### src/rtl/lockstep_pkg.sv
`timescale 1ns/1ps
package lockstep_pkg;
  // cause vector bit order; status register places it above the flag bit
  localparam int unsigned GRP_N     = 4;
  localparam int unsigned GRP_ADDR  = 0;
  localparam int unsigned GRP_WDATA = 1;
  localparam int unsigned GRP_CTRL  = 2;
  localparam int unsigned GRP_BE    = 3;

  // register select codes
  localparam int unsigned SEL_STATUS = 0;
  localparam int unsigned SEL_COUNT  = 1;

  // strobes from control to datapath
  typedef struct packed {
    logic clrSticky;
    logic armInj;
  } dpCmd_t;
endpackage

### src/rtl/lockstep_datapath.sv
`timescale 1ns/1ps
module lockstep_datapath
  import lockstep_pkg::*;
#(
  parameter int unsigned ADDR_W = 32,
  parameter int unsigned DATA_W = 32,
  parameter int unsigned CNT_W  = 16,
  localparam int unsigned BE_W  = DATA_W / 8,
  localparam int unsigned IDX_W = $clog2(DATA_W)
) (
  input  logic              clk,
  input  logic              rstN,
  input  dpCmd_t            cmd,
  input  logic [IDX_W-1:0]  injIdx,
  input  logic              aValid,
  input  logic              aWrite,
  input  logic [ADDR_W-1:0] aAddr,
  input  logic [DATA_W-1:0] aWdata,
  input  logic [BE_W-1:0]   aBe,
  input  logic              bValid,
  input  logic              bWrite,
  input  logic [ADDR_W-1:0] bAddr,
  input  logic [DATA_W-1:0] bWdata,
  input  logic [BE_W-1:0]   bBe,
  output logic [GRP_N-1:0]  diffNow,
  output logic [GRP_N-1:0]  cause,
  output logic [CNT_W-1:0]  count
);
  localparam logic [CNT_W-1:0] CNT_MAX = '1;

  logic              injPending;
  logic [IDX_W-1:0]  injSel;
  logic              injFire;
  logic [DATA_W-1:0] injMask;
  logic [DATA_W-1:0] bWdataSeen;
  logic              busActive;
  logic              wrActive;

  // injection consumes itself on the first valid write of core B
  assign injFire = injPending && bValid && bWrite;

  for (genvar i = 0; i < DATA_W; i++) begin : g_mask
    assign injMask[i] = injFire && (injSel == IDX_W'(i));
  end

  assign bWdataSeen = bWdata ^ injMask;
  assign busActive  = aValid || bValid;
  assign wrActive   = (aValid && aWrite) || (bValid && bWrite);

  always_comb begin
    diffNow            = '0;
    diffNow[GRP_ADDR]  = busActive && (aAddr != bAddr);
    diffNow[GRP_WDATA] = wrActive && (aWdata != bWdataSeen);
    diffNow[GRP_CTRL]  = busActive && ((aValid != bValid) || (aWrite != bWrite));
    diffNow[GRP_BE]    = busActive && (aBe != bBe);
  end

  always_ff @(posedge clk) begin
    if (!rstN) begin
      injPending <= 1'b0;
      injSel     <= '0;
      cause      <= '0;
      count      <= '0;
    end else begin
      if (cmd.armInj) begin
        injPending <= 1'b1;
        injSel     <= injIdx;
      end else if (injFire) begin
        injPending <= 1'b0;
      end
      // a new mismatch wins over a clear in the same cycle
      cause <= (cmd.clrSticky ? '0 : cause) | diffNow;
      if ((|diffNow) && (count != CNT_MAX)) begin
        count <= count + 1'b1;
      end
    end
  end
endmodule

### src/rtl/lockstep_ctrl.sv
`timescale 1ns/1ps
module lockstep_ctrl
  import lockstep_pkg::*;
#(
  parameter int unsigned SEL_W = 2,
  parameter int unsigned REG_W = 32,
  parameter int unsigned CNT_W = 16
) (
  input  logic             clk,
  input  logic             rstN,
  input  logic [SEL_W-1:0] regSel,
  input  logic             regWr,
  input  logic [REG_W-1:0] regWdata,
  input  logic             injArm,
  input  logic [GRP_N-1:0] diffNow,
  input  logic [GRP_N-1:0] cause,
  input  logic [CNT_W-1:0] count,
  output dpCmd_t           cmd,
  output logic [REG_W-1:0] regRdata,
  output logic             irqA,
  output logic             irqB
);
  localparam int unsigned NCORE = 2;

  logic             clrHit;
  logic             flag;
  logic             flagNext;
  logic [NCORE-1:0] irqQ;
  logic             unusedWdata;

  assign unusedWdata = ^regWdata[REG_W-1:1];
  assign clrHit = regWr && (regSel == SEL_W'(SEL_STATUS)) && regWdata[0];

  always_comb begin
    cmd           = '0;
    cmd.clrSticky = clrHit;
    cmd.armInj    = injArm;
  end

  assign flagNext = (flag && !clrHit) || (|diffNow);

  always_ff @(posedge clk) begin
    if (!rstN) flag <= 1'b0;
    else       flag <= flagNext;
  end

  // one interrupt lane per core, loaded from the same next value
  for (genvar c = 0; c < NCORE; c++) begin : g_irq
    always_ff @(posedge clk) begin
      if (!rstN) irqQ[c] <= 1'b0;
      else       irqQ[c] <= flagNext;
    end
  end

  assign irqA = irqQ[0];
  assign irqB = irqQ[1];

  always_comb begin
    regRdata = '0;
    if (regSel == SEL_W'(SEL_STATUS)) begin
      regRdata = REG_W'({cause, flag});
    end else if (regSel == SEL_W'(SEL_COUNT)) begin
      regRdata = REG_W'(count);
    end
  end
endmodule

### src/rtl/lockstep_cmp.sv
`timescale 1ns/1ps
module lockstep_cmp
  import lockstep_pkg::*;
#(
  parameter int unsigned ADDR_W = 32,
  parameter int unsigned DATA_W = 32,
  parameter int unsigned CNT_W  = 16,
  parameter int unsigned REG_W  = 32,
  parameter int unsigned SEL_W  = 2,
  localparam int unsigned BE_W  = DATA_W / 8,
  localparam int unsigned IDX_W = $clog2(DATA_W)
) (
  input  logic              clk,
  input  logic              rstN,
  input  logic              aValid,
  input  logic              aWrite,
  input  logic [ADDR_W-1:0] aAddr,
  input  logic [DATA_W-1:0] aWdata,
  input  logic [BE_W-1:0]   aBe,
  input  logic              bValid,
  input  logic              bWrite,
  input  logic [ADDR_W-1:0] bAddr,
  input  logic [DATA_W-1:0] bWdata,
  input  logic [BE_W-1:0]   bBe,
  input  logic              injArm,
  input  logic [IDX_W-1:0]  injBit,
  input  logic [SEL_W-1:0]  regSel,
  input  logic              regWr,
  input  logic [REG_W-1:0]  regWdata,
  output logic [REG_W-1:0]  regRdata,
  output logic              irqA,
  output logic              irqB
);
  dpCmd_t           cmd;
  logic [GRP_N-1:0] diffNow;
  logic [GRP_N-1:0] cause;
  logic [CNT_W-1:0] mismatchCnt;

  lockstep_datapath #(
    .ADDR_W(ADDR_W), .DATA_W(DATA_W), .CNT_W(CNT_W)
  ) u_dp (
    .clk(clk), .rstN(rstN), .cmd(cmd), .injIdx(injBit),
    .aValid(aValid), .aWrite(aWrite), .aAddr(aAddr), .aWdata(aWdata), .aBe(aBe),
    .bValid(bValid), .bWrite(bWrite), .bAddr(bAddr), .bWdata(bWdata), .bBe(bBe),
    .diffNow(diffNow), .cause(cause), .count(mismatchCnt)
  );

  lockstep_ctrl #(
    .SEL_W(SEL_W), .REG_W(REG_W), .CNT_W(CNT_W)
  ) u_ctrl (
    .clk(clk), .rstN(rstN), .regSel(regSel), .regWr(regWr), .regWdata(regWdata),
    .injArm(injArm), .diffNow(diffNow), .cause(cause), .count(mismatchCnt),
    .cmd(cmd), .regRdata(regRdata), .irqA(irqA), .irqB(irqB)
  );
endmodule

### config.mk
export PLATFORM = sky130hd
export DESIGN_NAME = lockstep_cmp
export DESIGN_NICKNAME = d
export VERILOG_FILES = /design/src/rtl/lockstep_pkg.sv /design/src/rtl/lockstep_datapath.sv /design/src/rtl/lockstep_ctrl.sv /design/src/rtl/lockstep_cmp.sv
export SDC_FILE = /design/constraint.sdc
export NUM_CORES = 1
export LEC_CHECK = 0
export CAP_MARGIN = 15
export CORE_ASPECT_RATIO = 1.5
export CORE_MARGIN = 1
export CORE_UTILIZATION = 37
export CTS_BUF_LIST = sky130_fd_sc_hd__clkbuf_4
export CTS_CLUSTER_SIZE = 14
export DETAILED_ROUTE_END_ITERATION = 6
export HOLD_SLACK_MARGIN = 0.1
export MAX_ROUTING_LAYER = met4
export PLACE_DENSITY = 0.82
export SETUP_SLACK_MARGIN = 0.3
export SYNTH_ARGS = -nofsm -noshare
export SYNTH_HDL_FRONTEND = slang
export SYNTH_SLANG_ARGS = --single-unit
### constraint.sdc
create_clock -name clk -period 3.02 [get_ports clk]
set_input_delay 0.302 -clock clk [delete_from_list [all_inputs] [get_ports clk]]
set_output_delay 0.302 -clock clk [all_outputs]
set_load 0.02 [all_outputs]
==> impl_metrics.yaml <==
timing:
  hold_viol: 0
  setup-violations-final: 0
  tightest_slew_ns: 0.8468
  setup_slack_ns: 0.2010
  rsz0062_at_grt: "true"
  finalMaxSlewViolations: 0
  finalClockSkew_ns: 0.007729
  fin_crit_sh_pct: 93.34
  fmax_mhz: 354.7
  maxSlewHeadroom_pct: 43.48
  period_needed_ns: 2.819
grt:
  grt_max_degree: 24
  grt_overflow: 0
  track_usage_pct: 23.04
  antenna_found_initial: 0
  grt_pass1_vias: 3586
  grt_pass1_wl_mm: 16.35
pwr:
  combPwrFrac_pct: 52.0
  clkPwrFrac_pct: 14.3
  sw_frac_of_total_pct: 32.01
  power_leakage_uw: 0.002008
  p_sw_uw: 372.6
  p_per_area_nw_per_um2: 210.2
  seq_power_share_pct: 33.6
  vdd_drop_max_mv: 0.1780
  p_int_uw: 791.3
  power_uw: 1164
placement:
  gp_congestion: 0.9631
  port_buffers: 169
  dp_hpwl_mm: 8.432
  dp_worst_setup_slack_ns: -0.2608
layout:
  regArea_um2: 560.5
  utilization_pct: 65.81
  multi_input_area_um2: 2605
  fillers: 701
  drive_above_1_share_pct: 19.44
  final_common_cell: "clkdlybuf4s50_1"
  layout_common_cells: "167 x clkdlybuf4s50_1, 57 x xnor2_1, 39 x buf_4"
  syn2layout_area_growth_pct: 72.58
  nNetsFinal: 788
  antenna_cells: 0
clocking:
  cts_tree: "built"
  ctsHtreeMaxLevel: 1
  cts_hold_buf: 0
  insertion_delay_ns: 0.33
  cts_root_buffer: "clkbuf_4"
  numCtsBuffers: 3
  path_clk_slew_ns: 0.14
  cts.sinks: 27
  clockBufferDepth: 2
synth:
  ys_seq_elements: 27
  synth_warnings: 0
  synth.top_cell.area_share_pct: 16.85
  yosys_most_used_dff: "dfxtp_1"
  syn_area_um2: 3208
  yosysSeqAreaShare_pct: 16.85
  synthTopCellsByArea: "dfxtp_1 17%, xnor2_1 16%, buf_4 4.0%"
  netlist-cell-type-count: 69
  synthArstFlopShare_pct: 0
  synth_edf_count: 0
  synthCells: 401
  syn-mean-instance-area_um2: 8.000
  yosys.area.top_type: "dfxtp_1"
critical_path:
  crit_required_ns: 3.29
  start_kind: "register"
  cp_common_cell: "buf_6"
  end_kind: "register"
  r2r-end: "u_dp.count[9]$_SDFFE_PN0P_"
  reg2reg_depth: 12
  crit_slowest_cell: "or3_1"
  cpLargestDelayFamily: "simple AND/OR/NAND/NOR gates"
  r2r_slack_ns: 0.20
  worstPathArrival_ns: 3.09
  worstSetupPathType: "register to register"
  critPathMaxStageDelay_ns: 0.41
  crit_fanout: 8
  reg2reg_from: "u_dp.injSel[1]$_SDFFE_PN0P_"
  path_cells: "buf_6, buf_6, nand4bb_4, or3_1, a21oi_2, o22ai_2, nor4_4, a22oi_4, o21ai_4, clkbuf_16, o31ai_2, a21oi_1"
  crit_buf_inv: 3
run:
  maxCapViolations: 0
routing:
  first_pass_iters: 4
  wl_mm: 10.62
  initialDrtViolationCount: 149
  antenna_left: 0
  wl_per_cell_um: 14.98
  post_drt_via_cell_ratio: 5.269
  via_count: 3736
  post-route-drc-count: 0
floorplan:
  die_h_um: 116.0
  dieArea_um2: 9055
  die_w_um: 78.03
  placementRows: 41
  core_um2: 8413
  initial_core_util_pct: 38.13
  io_pins: 217
outcome:
  status: "finished clean"
hold_path:
  holdCritStartpoint: "u_dp.count[4]$_SDFFE_PN0P_"
  min_path_cells: 2
  min_to: "u_dp.count[4]$_SDFFE_PN0P_"
  hp-class: "register to register"
sequential cells by signal, indices dropped and copies added (netlist names):
name and count:
u_ctrl.irqA 1, u_dp.cause 4, u_dp.count 16, u_dp.injPending 1, u_dp.injSel 5
tightest hold or removal path, delay by kind of cell, from the launching register on:
kind | cells | cell delay [ns]
AO/OA/AOI/OAI | 2 | 0.11
flip-flops | 1 | 0.36
logic make-up after synthesis:
logic type / Yosys count / share of synthesized area [%]
AOI/OAI and AO/OA: 77 / 17.36
xor gates and xnor gates: 73 / 20.16
adders and majority gates: 2 / 0.7799
buffers and inverters: 47 / 9.711
DFF: 27 / 16.85
muxes: 12 / 3.744
other: 1 / 0.1169
and+or+nand+nor: 162 / 31.28
worst max-delay path by stage:
stage,endpoint,cells past startpoint,slack [ns],start
2_1_floorplan,u_dp.count[0]$_SDFFE_PN0P_,12,0.31,bValid
3_3_place_gp,u_dp.count[7]$_SDFFE_PN0P_,11,-0.19,bWrite
3_5_place_dp,u_dp.count[3]$_SDFFE_PN0P_,12,-0.26,bWrite
4_1_cts,u_dp.count[9]$_SDFFE_PN0P_,11,0.25,u_dp.injSel[1]$_SDFFE_PN0P_
5_1_grt,u_dp.count[9]$_SDFFE_PN0P_,12,0.06,u_dp.injSel[1]$_SDFFE_PN0P_
6_report,u_dp.count[9]$_SDFFE_PN0P_,12,0.20,u_dp.injSel[1]$_SDFFE_PN0P_
timing repair:
item	in CTS	in global routing
cloned	0	3
setup endpoints to repair	18	18
pin swaps	4	16
setup buffers	6	13
resized for setup	27	30
power by group through the flow:
stage	Clock (µW)	Combinational, µW	Sequential, µW
global placement	0	529	402
CTS	174	562	394
finish	167	605	391
floorplan	0	287	389
detailed placement	0	543	402
global route	186	651	394
area by class of cell:
| type | instances | area share (%) |
|---|---|---|
| multi-input combinational | 342 | 47.05 |
| tap | 107 | 2.418 |
| clock buffer | 4 | 0.5424 |
| sequential | 27 | 10.12 |
| inverter | 9 | 0.6102 |
| timing repair buffer | 220 | 39.25 |
synth_stat cells (6+ instances only):
cell type / n
buf_2: 7
clkbuf_1: 6
xnor2_1: 58
inv_1: 9
nor2_1: 26
mux2i_1: 12
nand2_1: 12
o21ai_0: 8
xor2_1: 14
or3_2: 8
dfxtp_1: 27
nor3_1: 10
nand4_1: 11
buf_4: 17
and2_1: 12
a21oi_1: 23
nor4_1: 7
or3_1: 8
nand3b_1: 6
o21ai_2: 7
nand3_1: 22
stage by stage:
step,cell area [µm²],std cells,setup TNS [ns],hold slack [ns]
6_report,5537,709,0,0.5033
5_1_grt,5537,709,0,0.5337
4_1_cts,5210,693,0,0.5024
3_5_place_dp,5042,683,-3.782,0.4785
3_3_place_gp,5042,683,-2.700,0.4626
2_1_floorplan,3264,416,0,0.4197
layer usage:
layer  track usage, %  share of wire [%]  up-vias
li1                 -                  -     1824
met1            22.68                 36     1725
met2            45.31                 56      149
met3            1.969                3.8       38
met4            10.37                3.9        0
met5                -                  0        -
Note: power is estimated with default switching activity, not from simulation.
